**config.mk**
```make
export PLATFORM = sky130hd
export DESIGN_NAME = addr_strap_decoder
export DESIGN_NICKNAME = d
export VERILOG_FILES = /design/src/rtl/addr_strap_pkg.sv /design/src/rtl/strap_window.sv /design/src/rtl/strap_classifier.sv /design/src/rtl/addr_strap_decoder.sv
export SDC_FILE = /design/constraint.sdc
export NUM_CORES = 1
export LEC_CHECK = 0
export BUFFER_PORTS_ARGS = -buffer_cell sky130_fd_sc_hd__buf_2
export CORE_ASPECT_RATIO = 0.7
export CORE_UTILIZATION = 40
export CTS_BUF_LIST = sky130_fd_sc_hd__clkbuf_8 sky130_fd_sc_hd__clkbuf_16
export DETAILED_ROUTE_END_ITERATION = 8
export PLACE_DENSITY_LB_ADDON = 0.2
export REMOVE_ABC_BUFFERS = 1
export SYNTH_ARGS = -nofsm -noshare
export SYNTH_HDL_FRONTEND = slang
export SYNTH_SLANG_ARGS = --single-unit
```
**constraint.sdc**
```tcl
create_clock -name clk -period 2.71 [get_ports clk]
set_input_delay 0.542 -clock clk [delete_from_list [all_inputs] [get_ports clk]]
set_output_delay 0.542 -clock clk [all_outputs]
set_load 0.02 [all_outputs]
```
**src/rtl/addr_strap_pkg.sv**
```systemverilog
package addr_strap_pkg;

  localparam int CLS_W = 2;

  typedef enum logic [CLS_W-1:0] {
    CLS_LOW  = 2'b00,
    CLS_HIGH = 2'b01,
    CLS_SCL  = 2'b10,
    CLS_SDA  = 2'b11
  } strap_cls_e;

  // Constant beats follower; a wire matching neither bus line keeps pullups on.
  function automatic strap_cls_e decide_cls(input logic was_hi, input logic was_lo,
                                            input logic off_scl, input logic off_sda);
    if (!was_hi)       return CLS_LOW;
    else if (!was_lo)  return CLS_HIGH;
    else if (!off_scl) return CLS_SCL;
    else if (!off_sda) return CLS_SDA;
    else               return CLS_HIGH;
  endfunction

endpackage

```
**src/rtl/strap_window.sv**
```systemverilog
module strap_window (
  input  logic clk,
  input  logic rst_n,
  input  logic start_i,
  input  logic stop_i,
  input  logic addr_end_i,
  output logic clear_o,
  output logic sample_o,
  output logic commit_o
);

  typedef enum logic {WIN_IDLE = 1'b0, WIN_OPEN = 1'b1} win_e;

  win_e state_q, state_d;

  always_comb begin
    state_d = state_q;
    if (start_i)
      state_d = WIN_OPEN;
    else if (state_q == WIN_OPEN && (stop_i || addr_end_i))
      state_d = WIN_IDLE;
  end

  always_ff @(posedge clk or negedge rst_n) begin
    if (!rst_n) state_q <= WIN_IDLE;
    else        state_q <= state_d;
  end

  assign clear_o  = start_i;
  assign sample_o = (state_q == WIN_OPEN) && !start_i;
  assign commit_o = sample_o && addr_end_i;

endmodule

```
**src/rtl/strap_classifier.sv**
```systemverilog
module strap_classifier
  import addr_strap_pkg::*;
(
  input  logic             clk,
  input  logic             rst_n,
  input  logic             strap_i,
  input  logic             scl_i,
  input  logic             sda_i,
  input  logic             clear_i,
  input  logic             sample_i,
  input  logic             commit_i,
  output logic [CLS_W-1:0] cls_o
);

  logic       was_hi_q, was_lo_q, off_scl_q, off_sda_q;
  logic       was_hi_d, was_lo_d, off_scl_d, off_sda_d;
  logic       track_en;
  strap_cls_e cls_q, cls_d;

  always_comb begin
    if (clear_i) begin
      was_hi_d  = 1'b0;
      was_lo_d  = 1'b0;
      off_scl_d = 1'b0;
      off_sda_d = 1'b0;
    end else begin
      was_hi_d  = was_hi_q  | (sample_i &  strap_i);
      was_lo_d  = was_lo_q  | (sample_i & ~strap_i);
      off_scl_d = off_scl_q | (sample_i & (strap_i ^ scl_i));
      off_sda_d = off_sda_q | (sample_i & (strap_i ^ sda_i));
    end
    track_en = clear_i | sample_i;
    cls_d    = commit_i ? decide_cls(was_hi_d, was_lo_d, off_scl_d, off_sda_d) : cls_q;
  end

  always_ff @(posedge clk or negedge rst_n) begin
    if (!rst_n) begin
      was_hi_q  <= 1'b0;
      was_lo_q  <= 1'b0;
      off_scl_q <= 1'b0;
      off_sda_q <= 1'b0;
    end else if (track_en) begin
      was_hi_q  <= was_hi_d;
      was_lo_q  <= was_lo_d;
      off_scl_q <= off_scl_d;
      off_sda_q <= off_sda_d;
    end
  end

  always_ff @(posedge clk or negedge rst_n) begin
    if (!rst_n)        cls_q <= CLS_HIGH;
    else if (commit_i) cls_q <= cls_d;
  end

  assign cls_o = cls_q;

endmodule

```
**src/rtl/addr_strap_decoder.sv**
```systemverilog
module addr_strap_decoder
  import addr_strap_pkg::*;
#(
  parameter int NUM_STRAPS      = 2,
  parameter int ADDR_W          = 7,
  parameter int PORTS_PER_STRAP = 4,
  parameter logic [ADDR_W-CLS_W*NUM_STRAPS-1:0] ADDR_FIXED = 3'b110
) (
  input  logic                                  clk,
  input  logic                                  rst_n,
  input  logic [NUM_STRAPS-1:0]                 strap_i,
  input  logic                                  scl_i,
  input  logic                                  sda_i,
  input  logic                                  start_i,
  input  logic                                  stop_i,
  input  logic                                  addr_end_i,
  output logic [ADDR_W-1:0]                     slave_addr_o,
  output logic [NUM_STRAPS-1:0]                 pull_en_o,
  output logic [NUM_STRAPS*PORTS_PER_STRAP-1:0] port_dflt_o
);

  localparam int LO_W = CLS_W * NUM_STRAPS;

  logic            clear, sample, commit;
  logic [LO_W-1:0] addr_lo;

  strap_window u_window (
    .clk        (clk),
    .rst_n      (rst_n),
    .start_i    (start_i),
    .stop_i     (stop_i),
    .addr_end_i (addr_end_i),
    .clear_o    (clear),
    .sample_o   (sample),
    .commit_o   (commit)
  );

  for (genvar k = 0; k < NUM_STRAPS; k++) begin : g_strap
    logic [CLS_W-1:0] cls;

    strap_classifier u_cls (
      .clk      (clk),
      .rst_n    (rst_n),
      .strap_i  (strap_i[k]),
      .scl_i    (scl_i),
      .sda_i    (sda_i),
      .clear_i  (clear),
      .sample_i (sample),
      .commit_i (commit),
      .cls_o    (cls)
    );

    assign addr_lo[k*CLS_W +: CLS_W]                     = cls;
    assign pull_en_o[k]                                  = (cls != CLS_LOW);
    assign port_dflt_o[k*PORTS_PER_STRAP +: PORTS_PER_STRAP] = {PORTS_PER_STRAP{cls != CLS_LOW}};
  end

  assign slave_addr_o = {ADDR_FIXED, addr_lo};

endmodule

```
# Word level (Yosys, flattened, before mapping)
# Cells that the tools add are included.
dict set report totals {
  register_bits 13
  output_inout_bits 17
  elab_cells 60
  in_bits 9
}
dict set report classes {
  n_reduce_logical 8
  bitwise_logic 23
  mux 18
}
# cell n
set op_table {}
lappend op_table {{$mux 2} 8}
lappend op_table {{$mux 1} 10}
lappend op_table {{$or 1x1->1} 9}
lappend op_table {{$and 1x1->1} 8}
lappend op_table {{$reduce_bool 2->1} 3}
lappend op_table {{$xor 1x1->1} 4}
lappend op_table {{$logic_and 1x1->1} 3}
lappend op_table {{$not 1->1} 2}
lappend op_table {{$logic_not 1->1} 1}
lappend op_table {{$logic_or 1x1->1} 1}

# Longest topological paths before layout
# Gate-level depths: netlist (run 1).
dict set report logic_depth {
  ltp_word 9
  mapped_depth 4
}

# Modules after synthesis
# Synthesis (run 1) repeated with hierarchy kept, for this count alone.
dict set report unflattened {
  cells_unflattened 69
  area_unflattened_um2 711.9
}
# module n_inst cells_each seq_area_each_um2 area_each_um2
set by_module_without_submodules {}
lappend by_module_without_submodules {strap_classifier 2 24 151.4 272.8}
lappend by_module_without_submodules {addr_strap_decoder 1 15 0.0 102.6}
lappend by_module_without_submodules {strap_window 1 6 25.0 63.8}

# Worst setup path after synthesis (run 1)
# OpenSTA, ideal clock, no wires.
dict set report synth_timing {
  kind {reg2out}
  start {reg g_strap[1].u_cls.cls_q[1]}
  end {out port_dflt_o[5]}
  arrival_ns 1.026
  path_slack_ns 1.142
  path_stages_with_launch 3
  cell_sequence {dfrtp_1 > or2_2 > buf_4}
}
dict set report synth_between {
  elab_chain_cells 1
}
# item line_no
set synth_lines {}
lappend synth_lines {{start: declaration} strap_classifier.sv:18} ;# strap_cls_e cls_q, cls_d;
lappend synth_lines {{start signal: assignment} strap_classifier.sv:52} ;# else if (commit_i) cls_q <= cls_d;
lappend synth_lines {{$reduce_bool 2->1} addr_strap_decoder.sv:55} ;# assign port_dflt_o[k*PORTS_PER_STRAP +: PORTS_PER_STRAP] = {PORTS_PER_STRAP{cls != CLS_LOW}};
lappend synth_lines {{end: declaration} addr_strap_decoder.sv:19} ;# output logic [NUM_STRAPS*PORTS_PER_STRAP-1:0] port_dflt_o
# No other way between the ends.

# Worst setup path after layout (run 1)
dict set report layout_timing {
  start {reg g_strap[0].u_cls.cls_q[1]}
  end {out port_dflt_o[2]}
}
dict set report layout_between {
  elab_chain_cells 1
}
# item line_no
set layout_lines {}
lappend layout_lines {{start: declaration} strap_classifier.sv:18}
lappend layout_lines {{start signal: assignment} strap_classifier.sv:52}
lappend layout_lines {{$reduce_bool 2->1} addr_strap_decoder.sv:55}
# No other way between the ends.

==> metrics.yaml, run 1 <==
sta:
  setup_viol: 0
  slew_violations: 0
  hold_violations: 0
  hold_slack_ns: 0.178
  min_period_ns: 1.67
  fmax_mhz: 600
  fin_crit_sh_pct: 61.5
  rsz0062_at_grt: "no"
  clock_skew_ns: 0.00133
  tns_ns: 0
global_route:
  grt_use_total_pct: 17.4
  grt_start_max_net_pins: 16
  grt_pass1_wl_um: 2460
  antenna_found_initial: 0
  grt_pass1_vias: 537
  grt.overflow.total: 0
floorplanning:
  coreArea_sq_um: 1700
  io_pins: 26
  rows: 12
  die_w_um: 54.7
  die_h_um: 38.9
  die_area_sq_um: 2130
  start_util_pct: 45.8
synth:
  yosys-top-cells-area: "dfrtp_1 35%, buf_4 11%, a21oi_1 7.7%"
  syn_inst: 88
  synth_top_area_cell: "dfrtp_1"
  yosys_warnings: 0
  syn-cell-area_sq_um: 777
  synth-seq-cells: 13
  synth.distinct_cells: 26
  syn-mean-instance-area_sq_um: 8.83
  synth-seq-area-share_pct: 42.2
  netlist.area_leader.share_pct: 35.4
worst_setup_path:
  crit_chain: "or2_2, buf_2"
  required_ns: 2.17
  end_kind: "output port"
  worstReg2RegStart: "u_window.state_q"
  ff2ff_setup_slack_ns: 1.35
  cp.arrival_ns: 1.12
  r2r_cells: 2
  cpPeakStageDelay_ns: 0.39
  crit_type: "flip-flop to output port"
  critical-path-top-delay-family: "flip-flops"
  start_kind: "flip-flop"
  critPathBufInv: 1
  cp_max_fo: 5
  cp_slowest_cell: "dfrtp_1"
  rr_endpoint: "g_strap[0].u_cls.cls_o[1]"
clocking:
  tritoncts: "built"
  ctsHoldBuffers: 0
  cts_sinks: 13
  cts_resized: 0
  clock_path_buffers: 2
  insertion_delay_ns: 0.24
  cts_made_buffers: 3
  post_cts_buffers: 0
  clkTransAtPathRegs_ns: 0.05
  cts-root-buf: "clkbuf_8"
  cts_max_level: 1
run_status:
  status: "finished clean"
route:
  viasPerCell: 5.10
  wl_per_cell_um: 11.6
  finalWirelength_um: 1390
  remaining_drc_errors: 0
  drt-pass1-iter-count: 4
  drtIter0Drc: 13
  antenna_left: 0
  num_vias: 612
pwr:
  power.total_mw: 0.595
  leakage_nw: 0.427
  p_clk_share_pct: 28.1
  p_sw_mw: 0.208
  internal_power_mw: 0.387
  ir_drop_mv: 0.493
  swShare_pct: 35.0
  powerDensity_nw_per_um2: 700
  sequentialPowerShare_pct: 40.3
  p_comb_share_pct: 31.6
placement:
  gp_congestion: 0.745
  numPortBuffers: 22
  dp_hpwl_um: 1000
layout:
  area_growth_pct: 9.34
  final_common_cell: "buf_2"
  nFillCells: 160
  nNetsFinal: 109
  drive_gt1_share_pct: 30.3
  final_util_pct: 50.1
  antenna_cells: 0
  final_cell_mix: "22 x buf_2, 12 x nor2_1, 12 x a21oi_1"
hold_path:
  hold_path_class: "primary input to asynchronous set/reset pin"
run:
  max_cap_viol_count: 0
## sequential cells by signal, summed over array words and instances, names as in the netlist
| name | flops |
|---|---|
| g_strap.u_cls.was_hi_q | 2 |
| u_window.state_q | 1 |
| g_strap.u_cls.off_scl_q | 2 |
| g_strap.u_cls.was_lo_q | 2 |
| g_strap.u_cls.cls_o | 4 |
| g_strap.u_cls.off_sda_q | 2 |
## metrics by stage
| step | instances | area (sq um) | setup slack, ns |
|---|---|---|---|
| 2_1_floorplan | 73 | 668 | 1.13 |
| 3_3_place_gp | 116 | 805 | 1.25 |
| 3_5_place_dp | 116 | 805 | 1.24 |
| 4_1_cts | 120 | 850 | 1.02 |
| 5_1_grt | 120 | 850 | 0.974 |
| 6_report | 120 | 850 | 1.04 |
## per-layer routing
metal	part of all wire [%]	GRT usage, %	up-vias
li1	-	-	299
met1	52	23.9	281
met2	39	23.8	30
met3	7.9	5.88	2
met4	0.72	8.33	0
met5	0	0	-
## layout make-up
class	instances	area, sq um	area share [%]
tap	21	26.3	3.09
sequential	13	328	38.6
clock buffer	3	41.3	4.86
inverter	2	7.51	0.884
timing repair buffer	22	110	13.0
multi-input combinational	58	333	39.2
clock inverter	1	3.75	0.442
## cell usage after synthesis (all sizes together)
master  number
dfrtp       11
inv          2
o211ai       1
or3b         2
a31oi        1
nor2b        2
o31ai        2
o41ai        1
nor2        12
o22ai        2
and3b        1
buf         15
a21oi       12
nand3b       1
nand2        5
dfstp        2
nand3        1
or2          2
a31o         1
clkbuf       1
a21o         1
nand2b       4
conb         2
xor2         4
## worst max-delay path by stage
stage / start / to / slack, ns / cells after the start
4_1_cts: g_strap[0].u_cls.cls_o[1] / port_dflt_o[2] / 1.02 / 2
3_5_place_dp: start_i / g_strap[0].u_cls.cls_o[1] / 1.24 / 3
2_1_floorplan: g_strap[0].u_cls.cls_o[0] / port_dflt_o[0] / 1.13 / 1
6_report: g_strap[0].u_cls.cls_o[1] / port_dflt_o[2] / 1.04 / 2
5_1_grt: g_strap[1].u_cls.cls_o[1] / port_dflt_o[7] / 0.97 / 2
3_3_place_gp: start_i / g_strap[0].u_cls.cls_o[1] / 1.25 / 3
## logic make-up (layout without fill, tap and decap cells)
logic type | count (synthesis) | in the layout | share of synthesized area, %
AND/OR/NAND/NOR | 30 | 30 | 19.6
AO/OA/AOI/OAI | 21 | 21 | 17.2
buffers and inverters | 18 | 28 | 15.5
flip-flops | 13 | 13 | 42.2
XOR/XNOR | 4 | 4 | 4.51
other | 2 | 3 | 0.967
## worst register-to-register path, delay by kind of cell, from the launching register on
kind | cells | cell delay [ns]
and+or+nand+nor | 1 | 0.28
AOI/OAI and AO/OA | 1 | 0.38
DFF | 1 | 0.60
## power groups by stage
stage	clock network, mW	logic [mW]	registers [mW]
after floorplan	0	0.109	0.253
after global placement	0	0.188	0.242
after detailed placement	0	0.189	0.244
after CTS	0.177	0.190	0.240
after global routing	0.181	0.214	0.245
final	0.167	0.188	0.240
No activity file was read; power rests on OpenSTA's default activity.
==> run 2: changes to the inputs <==
- clock period: 2.71 -> 1.7 ns (I/O delays scaled with it)
==> run 2 against run 1 <==
Effect of this change:
- clock power up 59%
- register-to-register slack worse by 0.99 ns
- routed wire length up 1.3%
- setup slack worse by 0.81 ns
- global-route usage down 1.3 points
- via count down 6.2%
- combinational power up 61%
- first-iteration DRC count down 54%
- largest cell class unchanged
==> metrics.yaml, run 2 (synthesized netlist as in run 1, its figures left out) <==
layout:
  largest_reg_flops: 4  # unchanged
  final_util_pct: 50.7  # +0.59 points
  final_cell_mix: "22 x buf_2, 12 x nor2_1, 12 x a21oi_1"
  drive_gt1_share_pct: 30.0  # -0.30 points
  final_area_sq_um: 860  # +1.2%
  final_common_cell: "buf_2"
  antenna_cells: 0  # unchanged
  nNetsFinal: 110  # +0.92%
  area_growth_pct: 10.6
floorplanning:
  rows: 12  # unchanged
  die_w_um: 54.7  # unchanged
  io_pins: 26  # unchanged
  die_area_sq_um: 2130  # unchanged
  die_h_um: 38.9  # unchanged
  start_util_pct: 45.8  # unchanged
  coreArea_sq_um: 1700  # unchanged
route:
  viasPerCell: 4.74  # -7.0%
  wl_per_cell_um: 11.6  # +0.46%
  finalWirelength_um: 1410  # +1.3%
  drtIter0Drc: 6  # -7
  remaining_drc_errors: 0  # unchanged
  drt-pass1-iter-count: 4  # unchanged
  antenna_left: 0  # unchanged
  num_vias: 574  # -6.2%
placement:
  dp_hpwl_um: 997  # -0.73%
  place_area_sq_um: 805  # unchanged
  numPortBuffers: 22  # unchanged
  gp_congestion: 0.731  # -1.8%
clocking:
  cts_max_level: 1  # unchanged
  ctsHoldBuffers: 1  # +1
  tritoncts: "built"
  post_cts_buffers: 0  # unchanged
  clock_path_buffers: 2  # unchanged
  clkTransAtPathRegs_ns: 0.05  # about the same
  cts-root-buf: "clkbuf_8"
  cts_resized: 0  # unchanged
  cts_sinks: 13  # unchanged
  cts_made_buffers: 3  # unchanged
  insertion_delay_ns: 0.24  # about the same
sta:
  setup_viol: 0  # unchanged
  min_period_ns: 1.46
  hold_violations: 0  # unchanged
  slew_violations: 0  # unchanged
  clock_skew_ns: 0.000510  # -0.000820 ns
  rsz0062_at_grt: "no"
  fmax_mhz: 684
  tns_ns: 0  # unchanged
  fin_crit_sh_pct: 86.1
global_route:
  grt_start_max_net_pins: 16  # unchanged
  grt_pass1_wl_um: 2190  # -11%
  grt_pass1_vias: 470  # -12%
  grt_use_total_pct: 16.1  # -1.3 points
  grt.overflow.total: 0  # unchanged
  antenna_found_initial: 0  # unchanged
pwr:
  p_comb_share_pct: 31.8  # +0.2 points
  swShare_pct: 34.8  # -0.18 points
  internal_power_mw: 0.618  # +60%
  sequentialPowerShare_pct: 40.2  # about the same
  powerDensity_nw_per_um2: 1100  # +57%
  ir_drop_mv: 0.637  # +29%
  p_clk_share_pct: 27.9  # -0.2 points
  p_sw_mw: 0.330  # +58%
  leakage_nw: 0.431  # +0.98%
  power.total_mw: 0.948  # +59%
worst_setup_path:
  ff2ff_setup_slack_ns: 0.36  # -0.99 ns
  end_kind: "output port"
  cp_max_fo: 5  # unchanged
  start_kind: "flip-flop"
  r2r_cells: 2  # unchanged
  rr_endpoint: "g_strap[0].u_cls.cls_o[1]"
  cp.arrival_ns: 1.12  # about the same
  setup.worst_path.end: "port_dflt_o[1]"
  required_ns: 1.36  # -0.81 ns
  startpoint: "g_strap[0].u_cls.cls_o[1]"
  crit_type: "flip-flop to output port"
  worstReg2RegStart: "u_window.state_q"
run:
  max_cap_viol_count: 0  # unchanged
run_status:
  status: "finished clean"
hold_path:
  hold_path_class: "primary input to flip-flop"
run 2: changes by cell type in the layout (fill, tap and decap cells not counted), sizes merged:
cell,change
dlygate4sd3,+1
run 2: critical path: stages, from the launching register on:
cell,delay [ns]
dfrtp_1,0.39
or2_2,0.33
buf_2,0.17
run 2: metal layers:
layer	global-route usage [%]	share of wire [%]	up-vias
li1	-	-	305
met1	22.3	52	240
met2	20.8	39	27
met3	7.06	7.7	2
met4	7.69	0.85	0
met5	0	0	-
run 2: how the worst min path moves through the flow:
stage                        from                         end  slack, ns  cells after the start
after floorplan             rst_n   g_strap[0].u_cls.cls_o[1]       0.04                      0
after CTS                 start_i  g_strap[1].u_cls.off_scl_q       0.40                      2
final                     start_i  g_strap[1].u_cls.off_scl_q       0.41                      2
after global routing      start_i  g_strap[1].u_cls.off_scl_q       0.41                      2
after detailed placement    rst_n   g_strap[1].u_cls.was_lo_q       0.24                      1
after global placement      rst_n   g_strap[1].u_cls.cls_o[1]       0.25                      1
run 2: final cells by class:
class	count	area, sq um
sequential	13	328
multi-input combinational	58	333
clock buffer	3	41.3
fill	168	837
tap	21	26.3
clock inverter	1	3.75
timing repair buffer	23	120
inverter	2	7.51
run 2: stage by stage:
stage               hold WS [ns]  cells  setup WS [ns]
global placement           0.247    116          0.421
global route               0.413    121          0.165
floorplan                 0.0444     73          0.326
CTS                        0.404    121          0.219
finish                     0.410    121          0.237
detailed placement         0.244    116          0.369
run 2: power groups by stage:
stage	combinational, mW	sequential [mW]	clock [mW]
global route	0.341	0.389	0.293
CTS	0.305	0.383	0.278
finish	0.302	0.381	0.265
detailed placement	0.301	0.387	0
global placement	0.301	0.386	0
floorplan	0.174	0.403	0
==> run 3: changes to the inputs <==
- CTS_CLUSTER_SIZE: not set -> 30
- PLACE_DENSITY: not set -> 0.66
- PLACE_DENSITY_LB_ADDON: 0.2 -> not set
==> run 3 against run 2 <==
Effect of this change:
- combinational power is essentially flat
- highest routed layer is now met3
- clock skew grew 0.0045 ns
- die area is the same
- critical path type unchanged
==> metrics.yaml, run 3 (synthesized netlist as in run 1, its figures left out) <==
route:
  drt-pass1-iter-count: 5  # +1
  antenna_left: 0  # unchanged
  wl_per_cell_um: 11.6  # -0.50%
  finalWirelength_um: 1400  # -0.50%
  drtIter0Drc: 6  # unchanged
  num_vias: 579  # +0.87%
  viasPerCell: 4.79  # +0.87%
  remaining_drc_errors: 0  # unchanged
placement:
  dp_hpwl_um: 1020  # +2.6%
  numPortBuffers: 22  # unchanged
  gp_congestion: 0.779  # +6.5%
worst_setup_path:
  crit_type: "flip-flop to output port"
  critical-path-top-delay-family: "flip-flops"
  crit_chain: "or2_2, buf_2"
  cp.arrival_ns: 1.14  # +0.02 ns
  r2r_cells: 2  # unchanged
  ff2ff_setup_slack_ns: 0.36  # about the same
  critPathBufInv: 1  # unchanged
  required_ns: 1.36  # about the same
  end_kind: "output port"
  cp_slowest_cell: "dfrtp_1"
  start_kind: "flip-flop"
  worstReg2RegStart: "u_window.state_q"
  rr_endpoint: "g_strap[0].u_cls.cls_o[1]"
  cp_max_fo: 5  # unchanged
  cpPeakStageDelay_ns: 0.39  # about the same
sta:
  rsz0062_at_grt: "no"
  setup_viol: 0  # unchanged
  min_period_ns: 1.48  # +0.0132 ns
  hold_violations: 0  # unchanged
  slew_violations: 0  # unchanged
  fmax_mhz: 677  # -0.89%
  hold_slack_ns: 0.391  # -0.0196 ns
  fin_crit_sh_pct: 86.8  # +0.78 points
  clock_skew_ns: 0.00502  # +0.00451 ns
  tns_ns: 0  # unchanged
floorplanning:
  die_w_um: 54.7  # unchanged
  die_area_sq_um: 2130  # unchanged
  io_pins: 26  # unchanged
  coreArea_sq_um: 1700  # unchanged
  die_h_um: 38.9  # unchanged
  start_util_pct: 45.8  # unchanged
  rows: 12  # unchanged
global_route:
  grt.overflow.total: 0  # unchanged
  grt_pass1_wl_um: 2240  # +2.5%
  grt_pass1_vias: 470  # unchanged
  grt_use_total_pct: 16.2  # +0.11 points
  antenna_found_initial: 0  # unchanged
  grt_start_max_net_pins: 16  # unchanged
pwr:
  powerDensity_nw_per_um2: 1110  # +0.24%
  ir_drop_mv: 0.581  # -8.8%
  leakage_nw: 0.431  # unchanged
hold_path:
  hold_end: "g_strap[0].u_cls.was_hi_q"
  hold_path_class: "primary input to flip-flop"
  min_from: "start_i"
  hold_depth: 2  # unchanged
layout:
  nNetsFinal: 110  # unchanged
  antenna_cells: 0  # unchanged
  area_growth_pct: 10.6  # unchanged
  multi_input_area_sq_um: 333  # unchanged
  drive_gt1_share_pct: 30.0  # unchanged
  final_cell_mix: "22 x buf_2, 12 x nor2_1, 12 x a21oi_1"
  final_common_cell: "buf_2"
  nFillCells: 163  # -3.0%
  ff_latch_area_sq_um: 328  # unchanged
  largest_reg_flops: 4  # unchanged
clocking:
  post_cts_buffers: 0  # unchanged
  tritoncts: "built"
  cts-root-buf: "clkbuf_8"
  cts_made_buffers: 3  # unchanged
  clkTransAtPathRegs_ns: 0.05  # about the same
  insertion_delay_ns: 0.24  # about the same
  cts_sinks: 13  # unchanged
  cts_max_level: 1  # unchanged
  clock_path_buffers: 2  # unchanged
run:
  max_cap_viol_count: 0  # unchanged
run_status:
  status: "finished clean"
run 3: worst max path at each step:
| stage | endpoint | from | cells after the start | slack (ns) |
|---|---|---|---|---|
| 2_1_floorplan | port_dflt_o[0] | g_strap[0].u_cls.cls_o[0] | 1 | 0.33 |
| 4_1_cts | port_dflt_o[0] | g_strap[0].u_cls.cls_o[1] | 2 | 0.21 |
| 3_3_place_gp | g_strap[0].u_cls.cls_o[1] | u_window.state_q | 2 | 0.43 |
| 5_1_grt | port_dflt_o[6] | g_strap[1].u_cls.cls_o[1] | 2 | 0.17 |
| 6_report | port_dflt_o[0] | g_strap[0].u_cls.cls_o[1] | 2 | 0.22 |
| 3_5_place_dp | g_strap[0].u_cls.cls_o[1] | u_window.state_q | 2 | 0.37 |
run 3: area by class of cell:
type,instances,share of cell area (%)
multi-input cells,58,38.7
flip-flops and latches,13,38.1
repair buffers,23,14.0
clock buffers,3,4.80
well taps,21,3.06
inverters,2,0.873
clock inverters,1,0.437
run 3: through the flow:
| step | power (mW) | instances | util (%) | worst slack [ns] | cell area [sq um] |
|---|---|---|---|---|---|
| final | 0.950 | 121 | 50.7 | 0.224 | 860 |
| after global placement | 0.687 | 116 | 47.4 | 0.429 | 805 |
| after floorplan | 0.577 | 73 | - | 0.326 | 668 |
| after detailed placement | 0.690 | 116 | 47.4 | 0.374 | 805 |
| after CTS | 0.966 | 121 | 50.7 | 0.208 | 860 |
| after global routing | 1.02 | 121 | 50.7 | 0.168 | 860 |
run 3: power breakdown:
group / internal (mW) / switching (mW) / total [mW] / leakage (nW)
registers: 0.351 / 0.0304 / 0.381 / 0.161
logic: 0.108 / 0.194 / 0.302 / 0.243
clock network: 0.159 / 0.107 / 0.267 / 0.0269
total: 0.618 / 0.332 / 0.950 / 0.431
run 3: per-layer routing:
metal  vias up  routed length [um]  share of wire, %  track usage (%)
met5         -                   0                 0                0
met3         0                 119               8.5             7.06
met2        26                 545                39             19.9
met1       248                 734                52             24.0
met4         0                   0                 0             5.77
li1        305                   -                 -                -
run 3: worst register-to-register path, cell delays in order, from the launching register on:
cell and delay, ns:
dfrtp_1 0.59, nand3b_1 0.28, o41ai_2 0.38
run 3: repair_timing:
action,CTS,global route
gates resized for setup,0,0
hold endpoints to repair,11,0
hold buffers,1,0
